===== src/rtl/i2cq_pkg.sv =====
package i2cq_pkg;

  // bus phase timings, nanoseconds
  localparam int STD_BUF_NS  = 4700;
  localparam int STD_HD_NS   = 4000;
  localparam int STD_LOW_NS  = 4700;
  localparam int STD_HIGH_NS = 4000;
  localparam int STD_SU_NS   = 4000;
  localparam int FST_BUF_NS  = 1300;
  localparam int FST_HD_NS   = 600;
  localparam int FST_LOW_NS  = 1300;
  localparam int FST_HIGH_NS = 600;
  localparam int FST_SU_NS   = 600;

  typedef enum logic [3:0] {
    S_IDLE, S_FREE, S_BUF, S_HOLD, S_LOW_A, S_LOW_B, S_RISE, S_HIGH,
    S_P_LOW, S_P_RISE, S_P_SU, S_P_BUF
  } qstate_t;

  // round a nanosecond delay up to whole clock cycles
  function automatic int ns_to_cyc(input int ns, input int hz);
    longint unsigned prod;
    prod = longint'(ns) * longint'(hz);
    return int'((prod + 64'd999_999_999) / 64'd1_000_000_000);
  endfunction

endpackage


===== src/rtl/i2cq_timing.sv =====
module i2cq_timing #(
  parameter int CLK_HZ = 50_000_000,
  parameter int CW     = 16
) (
  input  logic          fast,
  output logic [CW-1:0] t_buf,
  output logic [CW-1:0] t_hd,
  output logic [CW-1:0] t_half,
  output logic [CW-1:0] t_high,
  output logic [CW-1:0] t_su,
  output logic [CW-1:0] t_low
);
  import i2cq_pkg::*;

  localparam int SB = ns_to_cyc(STD_BUF_NS, CLK_HZ);
  localparam int SH = ns_to_cyc(STD_HD_NS, CLK_HZ);
  localparam int SL = ns_to_cyc(STD_LOW_NS, CLK_HZ);
  localparam int SG = ns_to_cyc(STD_HIGH_NS, CLK_HZ);
  localparam int SS = ns_to_cyc(STD_SU_NS, CLK_HZ);
  localparam int FB = ns_to_cyc(FST_BUF_NS, CLK_HZ);
  localparam int FH = ns_to_cyc(FST_HD_NS, CLK_HZ);
  localparam int FL = ns_to_cyc(FST_LOW_NS, CLK_HZ);
  localparam int FG = ns_to_cyc(FST_HIGH_NS, CLK_HZ);
  localparam int FS = ns_to_cyc(FST_SU_NS, CLK_HZ);

  assign t_buf  = fast ? CW'(FB) : CW'(SB);
  assign t_hd   = fast ? CW'(FH) : CW'(SH);
  assign t_low  = fast ? CW'(FL) : CW'(SL);
  assign t_half = fast ? CW'((FL + 1) / 2) : CW'((SL + 1) / 2);
  assign t_high = fast ? CW'(FG) : CW'(SG);
  assign t_su   = fast ? CW'(FS) : CW'(SS);

endmodule


===== src/rtl/i2cq_shift.sv =====
module i2cq_shift #(
  parameter int BW = 8
) (
  input  logic          clk,
  input  logic          rst,
  input  logic          load,
  input  logic          adv,
  input  logic [BW-1:0] din,
  output logic          bit_o
);
  logic [BW-1:0] sr;

  always_ff @(posedge clk) begin
    if (rst)       sr <= '0;
    else if (load) sr <= din;
    else if (adv)  sr <= {sr[BW-2:0], 1'b0};
  end

  assign bit_o = sr[BW-1];

endmodule


===== src/rtl/i2cq_master.sv =====
module i2cq_master #(
  parameter int CLK_HZ    = 50_000_000,
  parameter int STUCK_CYC = CLK_HZ / 28,
  parameter int AW        = 7
) (
  input  logic          clk,
  input  logic          rst,
  input  logic          start,
  input  logic          fast,
  input  logic [AW-1:0] addr,
  input  logic          rd,
  input  logic          ten_bit,
  input  logic          scl_in,
  input  logic          sda_in,
  output logic          scl_oe,
  output logic          sda_oe,
  output logic          busy,
  output logic          done,
  output logic          ack,
  output logic          nack,
  output logic          stuck,
  output logic          bad_req
);
  import i2cq_pkg::*;

  localparam int BW      = AW + 1;
  localparam int STD_MAX = ns_to_cyc(STD_BUF_NS, CLK_HZ);
  localparam int CNT_MAX = (STUCK_CYC > STD_MAX) ? STUCK_CYC : STD_MAX;
  localparam int CW      = $clog2(CNT_MAX + 1);
  localparam int NW      = $clog2(BW + 1);

  qstate_t       st;
  logic [CW-1:0] cnt, lim;
  logic [NW-1:0] bitn;
  logic          fast_q, scl_drv, sda_drv, ack_smp;
  logic          tick, fail, last_bit, cur_bit, load_sh, adv_sh;
  logic [CW-1:0] t_buf, t_hd, t_half, t_high, t_su, t_low;

  i2cq_timing #(.CLK_HZ(CLK_HZ), .CW(CW)) u_tim (
    .fast(fast_q), .t_buf(t_buf), .t_hd(t_hd), .t_half(t_half),
    .t_high(t_high), .t_su(t_su), .t_low(t_low)
  );

  i2cq_shift #(.BW(BW)) u_sh (
    .clk(clk), .rst(rst), .load(load_sh), .adv(adv_sh),
    .din({addr, rd}), .bit_o(cur_bit)
  );

  // cycle limit of the current phase; wait phases use the stuck limit
  always_comb begin
    unique case (st)
      S_BUF, S_P_BUF:  lim = t_buf;
      S_HOLD:          lim = t_hd;
      S_LOW_A, S_LOW_B: lim = t_half;
      S_HIGH:          lim = t_high;
      S_P_LOW:         lim = t_low;
      S_P_SU:          lim = t_su;
      default:         lim = CW'(STUCK_CYC);
    endcase
  end

  assign tick     = (cnt == lim - 1'b1);
  assign last_bit = (bitn == NW'(BW));
  assign fail     = tick && (((st == S_FREE) && !(scl_in && sda_in)) ||
                             (((st == S_RISE) || (st == S_P_RISE)) && !scl_in));
  assign load_sh  = (st == S_IDLE) && start && !ten_bit;
  assign adv_sh   = (st == S_HIGH) && tick && !last_bit;

  always_ff @(posedge clk) begin
    if (rst) begin
      st      <= S_IDLE;
      cnt     <= '0;
      bitn    <= '0;
      fast_q  <= 1'b0;
      scl_drv <= 1'b0;
      sda_drv <= 1'b0;
      ack_smp <= 1'b0;
      done    <= 1'b0;
      ack     <= 1'b0;
      nack    <= 1'b0;
      stuck   <= 1'b0;
      bad_req <= 1'b0;
    end else begin
      done <= 1'b0;
      cnt  <= cnt + 1'b1;
      if (fail) begin
        st      <= S_IDLE;
        scl_drv <= 1'b0;
        sda_drv <= 1'b0;
        stuck   <= 1'b1;
        done    <= 1'b1;
      end else begin
        unique case (st)
          S_IDLE: begin
            cnt <= '0;
            if (start) begin
              {ack, nack, stuck, bad_req} <= '0;
              if (ten_bit) begin
                bad_req <= 1'b1;
                done    <= 1'b1;
              end else begin
                fast_q <= fast;
                st     <= S_FREE;
              end
            end
          end
          S_FREE: if (scl_in && sda_in) begin st <= S_BUF; cnt <= '0; end
          S_BUF: if (tick) begin
            sda_drv <= 1'b1;
            st <= S_HOLD; cnt <= '0;
          end
          S_HOLD: if (tick) begin
            scl_drv <= 1'b1;
            bitn <= '0;
            st <= S_LOW_A; cnt <= '0;
          end
          S_LOW_A: if (tick) begin
            sda_drv <= last_bit ? 1'b0 : !cur_bit;
            st <= S_LOW_B; cnt <= '0;
          end
          S_LOW_B: if (tick) begin
            scl_drv <= 1'b0;
            st <= S_RISE; cnt <= '0;
          end
          S_RISE: if (scl_in) begin
            if (last_bit) ack_smp <= !sda_in;
            st <= S_HIGH; cnt <= '0;
          end
          S_HIGH: if (tick) begin
            scl_drv <= 1'b1;
            cnt <= '0;
            if (last_bit) begin
              sda_drv <= 1'b1;
              st <= S_P_LOW;
            end else begin
              bitn <= bitn + 1'b1;
              st <= S_LOW_A;
            end
          end
          S_P_LOW: if (tick) begin
            scl_drv <= 1'b0;
            st <= S_P_RISE; cnt <= '0;
          end
          S_P_RISE: if (scl_in) begin st <= S_P_SU; cnt <= '0; end
          S_P_SU: if (tick) begin
            sda_drv <= 1'b0;
            st <= S_P_BUF; cnt <= '0;
          end
          S_P_BUF: if (tick) begin
            done <= 1'b1;
            ack  <= ack_smp;
            nack <= !ack_smp;
            st <= S_IDLE; cnt <= '0;
          end
          default: st <= S_IDLE;
        endcase
      end
    end
  end

  assign scl_oe = scl_drv;
  assign sda_oe = sda_drv;
  assign busy   = (st != S_IDLE);

endmodule


===== config.mk =====
export PLATFORM = sky130hd
export DESIGN_NAME = i2cq_master
export DESIGN_NICKNAME = d
export VERILOG_FILES = /design/src/rtl/i2cq_pkg.sv /design/src/rtl/i2cq_timing.sv /design/src/rtl/i2cq_shift.sv /design/src/rtl/i2cq_master.sv
export SDC_FILE = /design/constraint.sdc
export NUM_CORES = 1
export LEC_CHECK = 0
export BUFFER_PORTS_ARGS = -buffer_cell sky130_fd_sc_hd__buf_4
export CAP_MARGIN = 10
export CELL_PAD_IN_SITES_DETAIL_PLACEMENT = 0
export CELL_PAD_IN_SITES_GLOBAL_PLACEMENT = 1
export CORE_MARGIN = 2
export CORE_UTILIZATION = 37
export DETAILED_ROUTE_END_ITERATION = 16
export PLACE_DENSITY_LB_ADDON = 0.1
export SYNTH_ARGS = -nofsm -noshare
export SYNTH_HDL_FRONTEND = slang
export SYNTH_HIERARCHICAL = 1
export SYNTH_SLANG_ARGS = --single-unit

===== constraint.sdc =====
create_clock -name clk -period 5.15 [get_ports clk]
set_input_delay 0.2575 -clock clk [delete_from_list [all_inputs] [get_ports clk]]
set_output_delay 0.2575 -clock clk [all_outputs]
set_load 0.05 [all_outputs]

==> reports/metrics.yaml <==
diodes: 0
initial_core_util_pct: 38.08
switchingPower_mw: 0.7844
syn_inst: 716
fp-row-count: 44
powerDensity_nw_per_um2: 313.8
pwr-share-comb_pct: 55.9
antenna_found_initial: 0
vias: 4559
cts_root_buf: "clkbuf_16"
grt_pass1_wl_mm: 24.01
synth_edf_count: 0
path_common_cell: "and4_1"
dp.final_hpwl_mm: 10.83
worstPathRequired_ns: 5.36
rsz0062_at_grt: "no"
crit_fanout: 41
yosys_warnings: 6
max_freq_mhz: 213.8
first_pass_iters: 4
dieArea_sq_um: 16010
synth.area.top_cells: "buf_4, dfxtp_1, a21oi_1"
p_seq_share_pct: 24.6
finalInstanceArea_sq_um: 5450
swShare_pct: 45.85
async_reset_ff_share_pct: 0
period_minus_slack_ns: 4.677
setup_violations: 0
stdcell_count: 877
placed_area_sq_um: 5301
internal_power_mw: 0.9262
outcome: "complete, no violations"
cts_resized: 0
crit_arrival_ns: 4.89
path_clk_slew_ns: 0.07
io_pins: 23
grt_max_degree: 47
crit_path_cell_trace: "buf_12 > nand2b_4 > a21oi_1 > o211a_1 > and4_1 > nand2_2 > a221o_1 > or4_4 > nor4_4 > and4_1 > and3_1 > mux2i_1 > a211oi_1"
synth.avg_cell_area_sq_um: 7.759
io_buffers: 22
clk_latency_ns: 0.30
setup_tns_ns: 0
cap_violations: 0
crit_family: "simple AND/OR/NAND/NOR gates"
fill_cells: 1543
cp-start-kind: "flop"
ant_nets: 0
postLayoutCoreUtil_pct: 37.36
skew_ns: 0.01469
core_sq_um: 14590
hold_viol_final: 0
post_drt_wl_per_cell_um: 16.39
layout-drive-gt1-share_pct: 12.70
tightest_slew_ns: 0.9055
synth_top_cell_by_area: "buf_4"
cp_slowest_cell: "dfxtp_2"
cts.sinks: 46
synth_common_cells: "buf_4, dfxtp_1, a21oi_1"
grt.total_usage_pct: 18.72
endpoint_kind: "flop"
seq_area_sq_um: 925.9
die_w_um: 126.5
post-cts-setup-buffer-count: 0
cts_max_level: 2
clockBufferDepth: 2
synth_area_sq_um: 5555
die_h_um: 126.5
slowest_delay_ns: 0.55
cts_made_buffers: 5
p_leak_nw: 1.968
report.final.slew_viol_count: 0
ir_drop_uv: 146.1
synth_top_flop_cell: "dfxtp_1"
dr.first_iter.drc_count: 227
clkPwrFrac_pct: 19.6
multi_input_area_sq_um: 3726
total_power_mw: 1.711
nNetsFinal: 711
synth_top_area_share_pct: 17.43
synth_cell_types: 81
hold_path.class: "input pin to flop"
critPathKind: "flop to flop"
worst-path-buf-inv: 1
drc_errors: 0
synth_seq_cells: 46
gp_congestion: 0.7955
maxSlewHeadroom_pct: 38.78
wirelength_mm: 14.38
fin_crit_sh_pct: 90.81
dp_cells: 869
ctsHoldBuffers: 0
ys_seq_area_share_pct: 16.58
yosys.cell_count.top_type: "buf_4"
first_global_vias: 4485
via_per_inst: 5.198
cts_tree: "built"
area_growth_pct: -1.892
grt_overflow: 0
## final cells by class
cell class                      count  share of cell area (%)
Clock buffer                        5                   2.296
Clock inverter                      3                  0.4362
Timing Repair Buffer               46                   6.795
Multi-Input combinational cell    580                   68.37
Tap cell                          184                   4.224
Sequential cell                    46                   16.99
Inverter                           13                  0.8953
## path summary, 6_finish.rpt
kind	start	end	slack, ns	cells after the start
min reg2reg	ack_smp	ack_smp	0.47	2
max	st[3]	u_sh/sr[1]	0.47	13
min	fast	fast_q	0.21	3
max reg2reg	st[3]	u_sh/sr[1]	0.47	13
## per-stage QoR
| stage | hold slack [ns] | setup slack [ns] |
|---|---|---|
| 3_5_place_dp | 0.4563 | 0.5102 |
| 4_1_cts | 0.2090 | 0.4738 |
| 3_3_place_gp | 0.4547 | 0.5831 |
| 5_1_grt | 0.2394 | 0.1592 |
| 2_1_floorplan | 0.3935 | 0.7407 |
| 6_report | 0.2120 | 0.4733 |
## worst reg2reg max path, stage by stage (launching register included)
cell	delay [ns]
dfxtp_2	0.55
buf_12	0.26
nand2b_4	0.11
a21oi_1	0.50
o211a_1	0.38
and4_1	0.37
nand2_2	0.12
a221o_1	0.33
or4_4	0.55
nor4_4	0.32
and4_1	0.28
and3_1	0.44
mux2i_1	0.14
a211oi_1	0.25
## cell families after synthesis
logic type | synth area share, %
fa+ha+maj | 0.9009
mux | 4.842
other cells | 0.1352
simple gates | 25.47
xor+xnor | 7.230
buf+inv | 22.84
compound gates | 22.00
flops | 16.58
## power by group through the flow
stage / Clock, mW / Combinational (mW) / Sequential [mW]
6_report: 0.334 / 0.956 / 0.421
5_1_grt: 0.361 / 1.06 / 0.425
4_1_cts: 0.347 / 0.951 / 0.420
3_5_place_dp: 0 / 0.948 / 0.428
3_3_place_gp: 0 / 0.945 / 0.427
2_1_floorplan: 0 / 0.809 / 0.417
## metal layers
| metal | routed length (um) | share of wire [%] | track usage [%] | vias to the layer above |
|---|---|---|---|---|
| li1 | - | - | - | 2328 |
| met1 | 6762 | 47 | 24.33 | 2131 |
| met2 | 6705 | 47 | 31.39 | 79 |
| met3 | 512 | 3.6 | 3.163 | 21 |
| met4 | 395 | 2.7 | 6.399 | 0 |
| met5 | 0 | 0 | 0 | - |
## flip-flops by register name (all words and copies together) (netlist names)
name / cells
ack: 1
done: 1
st: 4
cnt: 21
nack: 1
sda_oe: 1
fast_q: 1
u_sh/sr: 8
scl_oe: 1
ack_smp: 1
bitn: 4
stuck: 1
bad_req: 1
## placed cells by master (no fill, tap or decap), types with 5 or more instances in the layout
cell type / netlist / routed
conb_1: 2 / 98
buf_4: 129 / 44
a21oi_1: 43 / 43
dfxtp_1: 46 / 42
nor3_1: 34 / 34
nand2_1: 33 / 33
nor2_1: 33 / 33
nand3_1: 23 / 23
xor2_1: 23 / 23
xnor2_1: 21 / 21
nor2b_1: 19 / 19
nand2b_1: 17 / 17
o21ai_0: 14 / 14
nand3b_1: 14 / 14
inv_1: 13 / 13
mux2i_1: 13 / 13
a211oi_1: 13 / 13
a32oi_1: 12 / 12
and3_1: 12 / 12
nand4b_1: 10 / 10
mux2_2: 10 / 10
a21o_1: 10 / 10
and2_1: 8 / 8
a32o_1: 7 / 7
nand4_1: 7 / 7
nor3b_1: 5 / 5
a22oi_1: 5 / 5
and4_1: 5 / 5
o211ai_1: 5 / 5
clkbuf_16: 0 / 5
No activity file was read; power rests on OpenSTA's default activity.
